--- src/rtl/pixclk_pkg.sv ---
package pixclk_pkg;

    // Configuration word layout
    localparam int CFG_W    = 32;
    localparam int REQ_LSB  = 0;
    localparam int REQ_W    = 16;
    localparam int SRC_BIT  = 16;
    localparam int EDGE_BIT = 17;

    typedef enum logic {
        SRC_BASE = 1'b0,
        SRC_FAST = 1'b1
    } src_e;

    typedef enum logic {
        LAUNCH_RISE = 1'b0,
        LAUNCH_FALL = 1'b1
    } launch_e;

endpackage

--- src/rtl/pixclk_cfg_reg.sv ---
module pixclk_cfg_reg
    import pixclk_pkg::*;
#(
    parameter int DIV_W = 8
) (
    input  logic             clk_i,
    input  logic             rst_ni,
    input  logic             wr_i,
    input  logic [CFG_W-1:0] wdata_i,
    input  logic [CFG_W-1:0] wmask_i,
    output logic [DIV_W-1:0] div_o,
    output src_e             src_o,
    output launch_e          launch_o
);

    localparam logic [REQ_W-1:0] DIV_MAX = {{(REQ_W-DIV_W){1'b0}}, {DIV_W{1'b1}}};

    typedef struct packed {
        logic [DIV_W-1:0] div;
        src_e             src;
        launch_e          launch;
    } cfg_st_t;

    cfg_st_t          st_d, st_q;
    logic [REQ_W-1:0] req_old, req_new;
    logic             unused_hi;

    assign unused_hi = ^{wdata_i[CFG_W-1:EDGE_BIT+1], wmask_i[CFG_W-1:EDGE_BIT+1]};

    always_comb begin
        st_d    = st_q;
        req_old = {{(REQ_W-DIV_W){1'b0}}, st_q.div};
        req_new = (req_old & ~wmask_i[REQ_LSB +: REQ_W])
                | (wdata_i[REQ_LSB +: REQ_W] & wmask_i[REQ_LSB +: REQ_W]);
        if (wr_i) begin
            if (req_new > DIV_MAX) begin
                st_d.div = {DIV_W{1'b1}};
            end else begin
                st_d.div = req_new[DIV_W-1:0];
            end
            if (wmask_i[SRC_BIT]) begin
                st_d.src = src_e'(wdata_i[SRC_BIT]);
            end
            if (wmask_i[EDGE_BIT]) begin
                st_d.launch = launch_e'(wdata_i[EDGE_BIT]);
            end
        end
    end

    always_ff @(posedge clk_i or negedge rst_ni) begin
        if (!rst_ni) begin
            st_q <= '{div: '0, src: SRC_BASE, launch: LAUNCH_RISE};
        end else begin
            st_q <= st_d;
        end
    end

    assign div_o    = st_q.div;
    assign src_o    = st_q.src;
    assign launch_o = st_q.launch;

    // an oversized request lands on the all-ones divider value
    assert_saturate_R5: assert property (@(posedge clk_i) disable iff (!rst_ni)
        (wr_i && (&wmask_i[REQ_LSB +: REQ_W]) && (wdata_i[REQ_LSB +: REQ_W] > DIV_MAX))
        |=> (&div_o));

    // masked-off fields keep their value
    assert_masked_keep_R8: assert property (@(posedge clk_i) disable iff (!rst_ni)
        (wr_i && !wmask_i[SRC_BIT] && !wmask_i[EDGE_BIT])
        |=> ($stable(src_o) && $stable(launch_o)));

endmodule

--- src/rtl/pixclk_tick_gen.sv ---
module pixclk_tick_gen (
    input  logic clk_i,
    input  logic rst_ni,
    input  logic run_i,
    input  logic fast_i,
    output logic tick_o
);

    typedef struct packed {
        logic phase;
    } tick_st_t;

    tick_st_t st_d, st_q;

    always_comb begin
        st_d = st_q;
        if (!run_i) begin
            st_d.phase = 1'b0;
        end else begin
            st_d.phase = ~st_q.phase;
        end
        tick_o = run_i && (fast_i || st_q.phase);
    end

    always_ff @(posedge clk_i or negedge rst_ni) begin
        if (!rst_ni) begin
            st_q <= '{phase: 1'b0};
        end else begin
            st_q <= st_d;
        end
    end

    // the base source never advances on two cycles in a row
    assert_base_half_rate_R6: assert property (@(posedge clk_i) disable iff (!rst_ni)
        (tick_o && !fast_i) |=> (!tick_o || fast_i));

endmodule

--- src/rtl/pixclk_div_core.sv ---
module pixclk_div_core
    import pixclk_pkg::*;
#(
    parameter int DIV_W = 8
) (
    input  logic             clk_i,
    input  logic             rst_ni,
    input  logic             gate_i,
    input  logic             tick_i,
    input  logic [DIV_W-1:0] div_i,
    input  src_e             src_i,
    input  launch_e          launch_i,
    output logic             fast_o,
    output logic             pix_clk_o,
    output logic             pix_ce_o
);

    localparam logic [DIV_W-1:0] RATIO_MIN = DIV_W'(2);

    typedef struct packed {
        logic [DIV_W-1:0] cnt;
        logic [DIV_W-1:0] ratio;
        src_e             src;
        launch_e          launch;
        logic             pclk;
        logic             ce;
    } core_st_t;

    core_st_t         st_d, st_q;
    logic [DIV_W-1:0] ratio_new;
    logic [DIV_W-1:0] half;
    logic             last;

    always_comb begin
        ratio_new = (div_i < RATIO_MIN) ? RATIO_MIN : div_i;
        half      = st_q.ratio >> 1;
        last      = (st_q.cnt == st_q.ratio - DIV_W'(1));
        st_d      = st_q;
        st_d.ce   = 1'b0;
        if (!gate_i) begin
            st_d.cnt    = '0;
            st_d.pclk   = 1'b0;
            st_d.ratio  = ratio_new;
            st_d.src    = src_i;
            st_d.launch = launch_i;
        end else if (tick_i) begin
            st_d.pclk = (st_q.cnt < half);
            st_d.ce   = (st_q.launch == LAUNCH_FALL) ? (st_q.cnt == half)
                                                     : (st_q.cnt == '0);
            if (last) begin
                st_d.cnt    = '0;
                st_d.ratio  = ratio_new;
                st_d.src    = src_i;
                st_d.launch = launch_i;
            end else begin
                st_d.cnt = st_q.cnt + DIV_W'(1);
            end
        end
    end

    always_ff @(posedge clk_i or negedge rst_ni) begin
        if (!rst_ni) begin
            st_q <= '{cnt: '0, ratio: RATIO_MIN, src: SRC_BASE,
                      launch: LAUNCH_RISE, pclk: 1'b0, ce: 1'b0};
        end else begin
            st_q <= st_d;
        end
    end

    assign fast_o    = (st_q.src == SRC_FAST);
    assign pix_clk_o = st_q.pclk;
    assign pix_ce_o  = st_q.ce;

    // the active ratio never drops below two
    assert_ratio_floor_R4: assert property (@(posedge clk_i) disable iff (!rst_ni)
        st_q.ratio >= RATIO_MIN);

    // a low gate forces both outputs low on the next cycle
    assert_gate_hold_R2: assert property (@(posedge clk_i) disable iff (!rst_ni)
        !gate_i |=> (!pix_clk_o && !pix_ce_o));

    // the active ratio changes only at a period boundary
    assert_boundary_only_R9: assert property (@(posedge clk_i) disable iff (!rst_ni)
        !$stable(st_q.ratio) |-> (st_q.cnt == '0));

    // the strobe always sits on a pixel clock transition
    assert_strobe_edge_R7: assert property (@(posedge clk_i) disable iff (!rst_ni)
        pix_ce_o |-> ($rose(pix_clk_o) || $fell(pix_clk_o)));

endmodule

--- src/rtl/pixclk_divider.sv ---
module pixclk_divider
    import pixclk_pkg::*;
#(
    parameter int DIV_W = 8
) (
    input  logic             clk_i,
    input  logic             rst_ni,
    input  logic             cfg_wr_i,
    input  logic [CFG_W-1:0] cfg_wdata_i,
    input  logic [CFG_W-1:0] cfg_wmask_i,
    input  logic             gate_i,
    output logic             pix_clk_o,
    output logic             pix_ce_o
);

    logic [DIV_W-1:0] div_sh;
    src_e             src_sh;
    launch_e          launch_sh;
    logic             fast_act;
    logic             tick;

    pixclk_cfg_reg #(.DIV_W(DIV_W)) u_cfg (
        .clk_i    (clk_i),
        .rst_ni   (rst_ni),
        .wr_i     (cfg_wr_i),
        .wdata_i  (cfg_wdata_i),
        .wmask_i  (cfg_wmask_i),
        .div_o    (div_sh),
        .src_o    (src_sh),
        .launch_o (launch_sh)
    );

    pixclk_tick_gen u_tick (
        .clk_i  (clk_i),
        .rst_ni (rst_ni),
        .run_i  (gate_i),
        .fast_i (fast_act),
        .tick_o (tick)
    );

    pixclk_div_core #(.DIV_W(DIV_W)) u_core (
        .clk_i     (clk_i),
        .rst_ni    (rst_ni),
        .gate_i    (gate_i),
        .tick_i    (tick),
        .div_i     (div_sh),
        .src_i     (src_sh),
        .launch_i  (launch_sh),
        .fast_o    (fast_act),
        .pix_clk_o (pix_clk_o),
        .pix_ce_o  (pix_ce_o)
    );

    // the strobe is a single-cycle pulse
    assert_single_strobe_R10: assert property (@(posedge clk_i) disable iff (!rst_ni)
        pix_ce_o |=> !pix_ce_o);

endmodule

--- config.mk ---
export PLATFORM = sky130hd
export DESIGN_NAME = pixclk_divider
export DESIGN_NICKNAME = d
export VERILOG_FILES = /design/src/rtl/pixclk_pkg.sv /design/src/rtl/pixclk_cfg_reg.sv /design/src/rtl/pixclk_tick_gen.sv /design/src/rtl/pixclk_div_core.sv /design/src/rtl/pixclk_divider.sv
export SDC_FILE = /design/constraint.sdc
export NUM_CORES = 1
export LEC_CHECK = 0
export ABC_AREA = 1
export CAP_MARGIN = 20
export CORE_MARGIN = 1.5
export CORE_UTILIZATION = 49
export CTS_CLUSTER_SIZE = 24
export DETAILED_ROUTE_END_ITERATION = 10
export PLACE_DENSITY_LB_ADDON = 0.15
export SETUP_SLACK_MARGIN = 0.15
export SLEW_MARGIN = 10
export SYNTH_ARGS = -nofsm -noshare
export SYNTH_HDL_FRONTEND = slang
export SYNTH_SLANG_ARGS = --single-unit
export TNS_END_PERCENT = 1
--- constraint.sdc ---
create_clock -name clk_i -period 4.2 [get_ports clk_i]
set_input_delay 0.84 -clock clk_i [delete_from_list [all_inputs] [get_ports clk_i]]
set_output_delay 0.84 -clock clk_i [all_outputs]
set_load 0.01 [all_outputs]
==> results.cfg <==
[worst_setup_path]
cp.required_ns = 4.42
cp.arrival_ns = 2.50
path_max_fanout = 11
end_kind = flop
path_class = flop to flop
start_kind = flop

[sta]
final_max_slew_viol_count = 0
max_freq_mhz = 437
max_slew_margin = 0.558
hold_viol = 0
final.period_utilization = 0.544
rsz0062_at_grt = false
tightest_slew_ns = 0.660
min_period_ns = 2.29
setup_viol = 0
tns_ns = 0
fin_skew_ns = 0.00649
holdWs_ns = 0.422

[drt]
wirelength_mm = 4.44
routedWlPerCell_um = 12.0
ant_nets = 0
first_pass_iters = 4
drc = 0
drtIter0Drc = 91
vias = 1911
detail_route.vias_per_cell = 5.18

[power]
power.switching_mw = 0.231
sequentialPowerShare = 0.424
comb_power_share = 0.218
power.density_nw_per_um2 = 326
p_leak_nw = 1.30
swShare = 0.275
p_int_mw = 0.607
ir_drop_v = 0.000224
clockPowerShare = 0.358

[synth]
yosys_warnings = 0
synth_nets = 355
synth_ff_type = dfrtp_1
synth_area_per_cell_sq_um = 7.26
syn_area_sq_um = 2010
ys_seq_elements = 31
synthArstFlopShare = 1.00
netlist-cell-type-count = 32
syn-instance-count = 277
ys_seq_area_frac = 0.386
synth_edf_count = 0

[placement]
gp_congestion = 0.871
port-buffer-count = 41
hpwl_mm = 3.49
place_area_sq_um = 2460

[final_layout]
layout-drive-gt1-share = 0.0658
finalInstanceArea_sq_um = 2570
syn_to_final_growth_pct = 28.0
diodes = 0
fin_util = 0.648
fill_cells = 358
layout.nets = 396

[die]
core_sq_um = 3970
core.rowCount = 23
die_w_um = 67.1
ioPinCount = 70
die_h_um = 67.1
dieArea_sq_um = 4500
initial_utilization = 0.506

[grt]
grt_pass1_vias = 1827
grt_max_degree = 32
grt_pass1_wl_mm = 7.96
grt_use_total = 0.239
grt_remaining_overflow = 0
antenna_found_initial = 0

[outcome]
outcome = completed

[clocking]
cts.clk_slew.worst_paths_ns = 0.07
cts_buffers = 5
cts-resized-gates = 0
cts_setup_buffers = 0
htreeDepth = 2
cts_tree = yes
cts.sinks = 31
cts_root_buf = clkbuf_8
hold_buffers = 0
worstSkewPairLatency_ns = 0.28
ctsLongestPathBuffers = 2

[hold_path]
hold_class = flop to flop

[run]
cap_violations = 0
## per-layer routing
layer  up-vias  wire [um]  track usage
li1        987          -            -
met1       874       2050        0.306
met2        48       2160        0.391
met3         2        205       0.0659
met4         0         27       0.0740
met5         -          0            0
## worst max-delay path, stage by stage, from the launching register on
cell and delay, ns:
dfstp_2 0.56, inv_1 0.05, ha_1 0.30, xnor2_1 0.13, nor2_1 0.20, nand3_1 0.13, nor2_2 0.14, nand4_2 0.27
nand2_2 0.29, nand2_1 0.09, nand2_1 0.06
## registers in the layout (all words and copies together) (netlist names)
register	cells
u_cfg.div_o	8
u_cfg.launch_o	1
u_cfg.src_o	1
u_core.fast_o	1
u_core.half	7
u_core.pix_ce_o	1
u_core.pix_clk_o	1
u_core.st_q	10
u_tick.st_q	1
## power groups by stage
stage | Clock (mW) | Sequential (mW) | Combinational, mW
floorplan | 0 | 0.353 | 0.111
global placement | 0 | 0.360 | 0.179
detailed placement | 0 | 0.361 | 0.183
CTS | 0.307 | 0.355 | 0.185
global route | 0.327 | 0.359 | 0.210
finish | 0.300 | 0.355 | 0.183
## area by class of cell
type / instances / area (sq um) / area share
multi-input cells: 209 / 1090 / 0.423
flip-flops and latches: 31 / 777 / 0.302
well taps: 50 / 62.6 / 0.0243
inverters: 29 / 109 / 0.0423
clock inverters: 2 / 35.0 / 0.0136
clock buffers: 6 / 82.6 / 0.0321
repair buffers: 42 / 418 / 0.162
## cells by family (layout without fill, tap and decap cells)
group | Yosys count | count (layout) | synth area share
and+or+nand+nor | 172 | 172 | 0.382
buffers and inverters | 37 | 79 | 0.0716
DFF | 31 | 31 | 0.386
AOI/OAI and AO/OA | 15 | 15 | 0.0454
xor gates and xnor gates | 12 | 12 | 0.0523
adders and majority gates | 10 | 10 | 0.0622
## metrics by stage
stage / cells / setup WS [ns] / power, mW
final: 369 / 1.91 / 0.838
after global routing: 369 / 1.70 / 0.896
after CTS: 369 / 1.86 / 0.847
after detailed placement: 361 / 1.71 / 0.544
after global placement: 361 / 1.76 / 0.539
after floorplan: 277 / 2.40 / 0.464
## final timing paths
path | slack (ns) | depth (start not counted) | startpoint | endpoint
setup / recovery | 1.91 | 10 | u_core.half[0] | u_core.half[2]
hold / removal | 0.42 | 1 | u_tick.st_q | u_tick.st_q
setup reg to reg | 1.91 | 10 | u_core.half[0] | u_core.half[2]
hold reg to reg | 0.42 | 1 | u_tick.st_q | u_tick.st_q
max in group asynchronous | 2.94 | 2 | rst_ni | u_core.half[0]
min in group asynchronous | 0.95 | 2 | rst_ni | u_core.half[1]
## cells in the mapped netlist, drive strengths merged, types with 2 or more instances
| cell | n | area (sq um) |
|---|---|---|
| o21ai | 5 | 28.8 |
| or2 | 2 | 12.5 |
| inv | 29 | 109 |
| nand3b | 2 | 18.8 |
| nor4 | 2 | 12.5 |
| nor3 | 2 | 15.0 |
| nand2 | 89 | 339 |
| xnor2 | 5 | 43.8 |
| dfrtp | 30 | 751 |
| clkbuf | 4 | 16.3 |
| nor2 | 20 | 80.1 |
| a31oi | 2 | 12.5 |
| buf | 4 | 18.8 |
| nand4 | 7 | 50.1 |
| nand3 | 48 | 240 |
| a21oi | 5 | 25.0 |
| xor2 | 7 | 61.3 |
| ha | 10 | 125 |
## placed cells by master (no fill, tap or decap), types with 2 or more instances in the layout
cell	count
a21oi_1	5
a31oi_1	2
clkbuf_8	6
clkdlybuf4s50_1	41
dfrtp_1	30
ha_1	10
inv_1	28
nand2_1	87
nand2_2	2
nand3_1	48
nand4_1	6
nor2_1	18
nor2_2	2
nor4_1	2
o21ai_0	3
or2_2	2
xnor2_1	5
xor2_1	7
(Power assumes the default switching activity.)
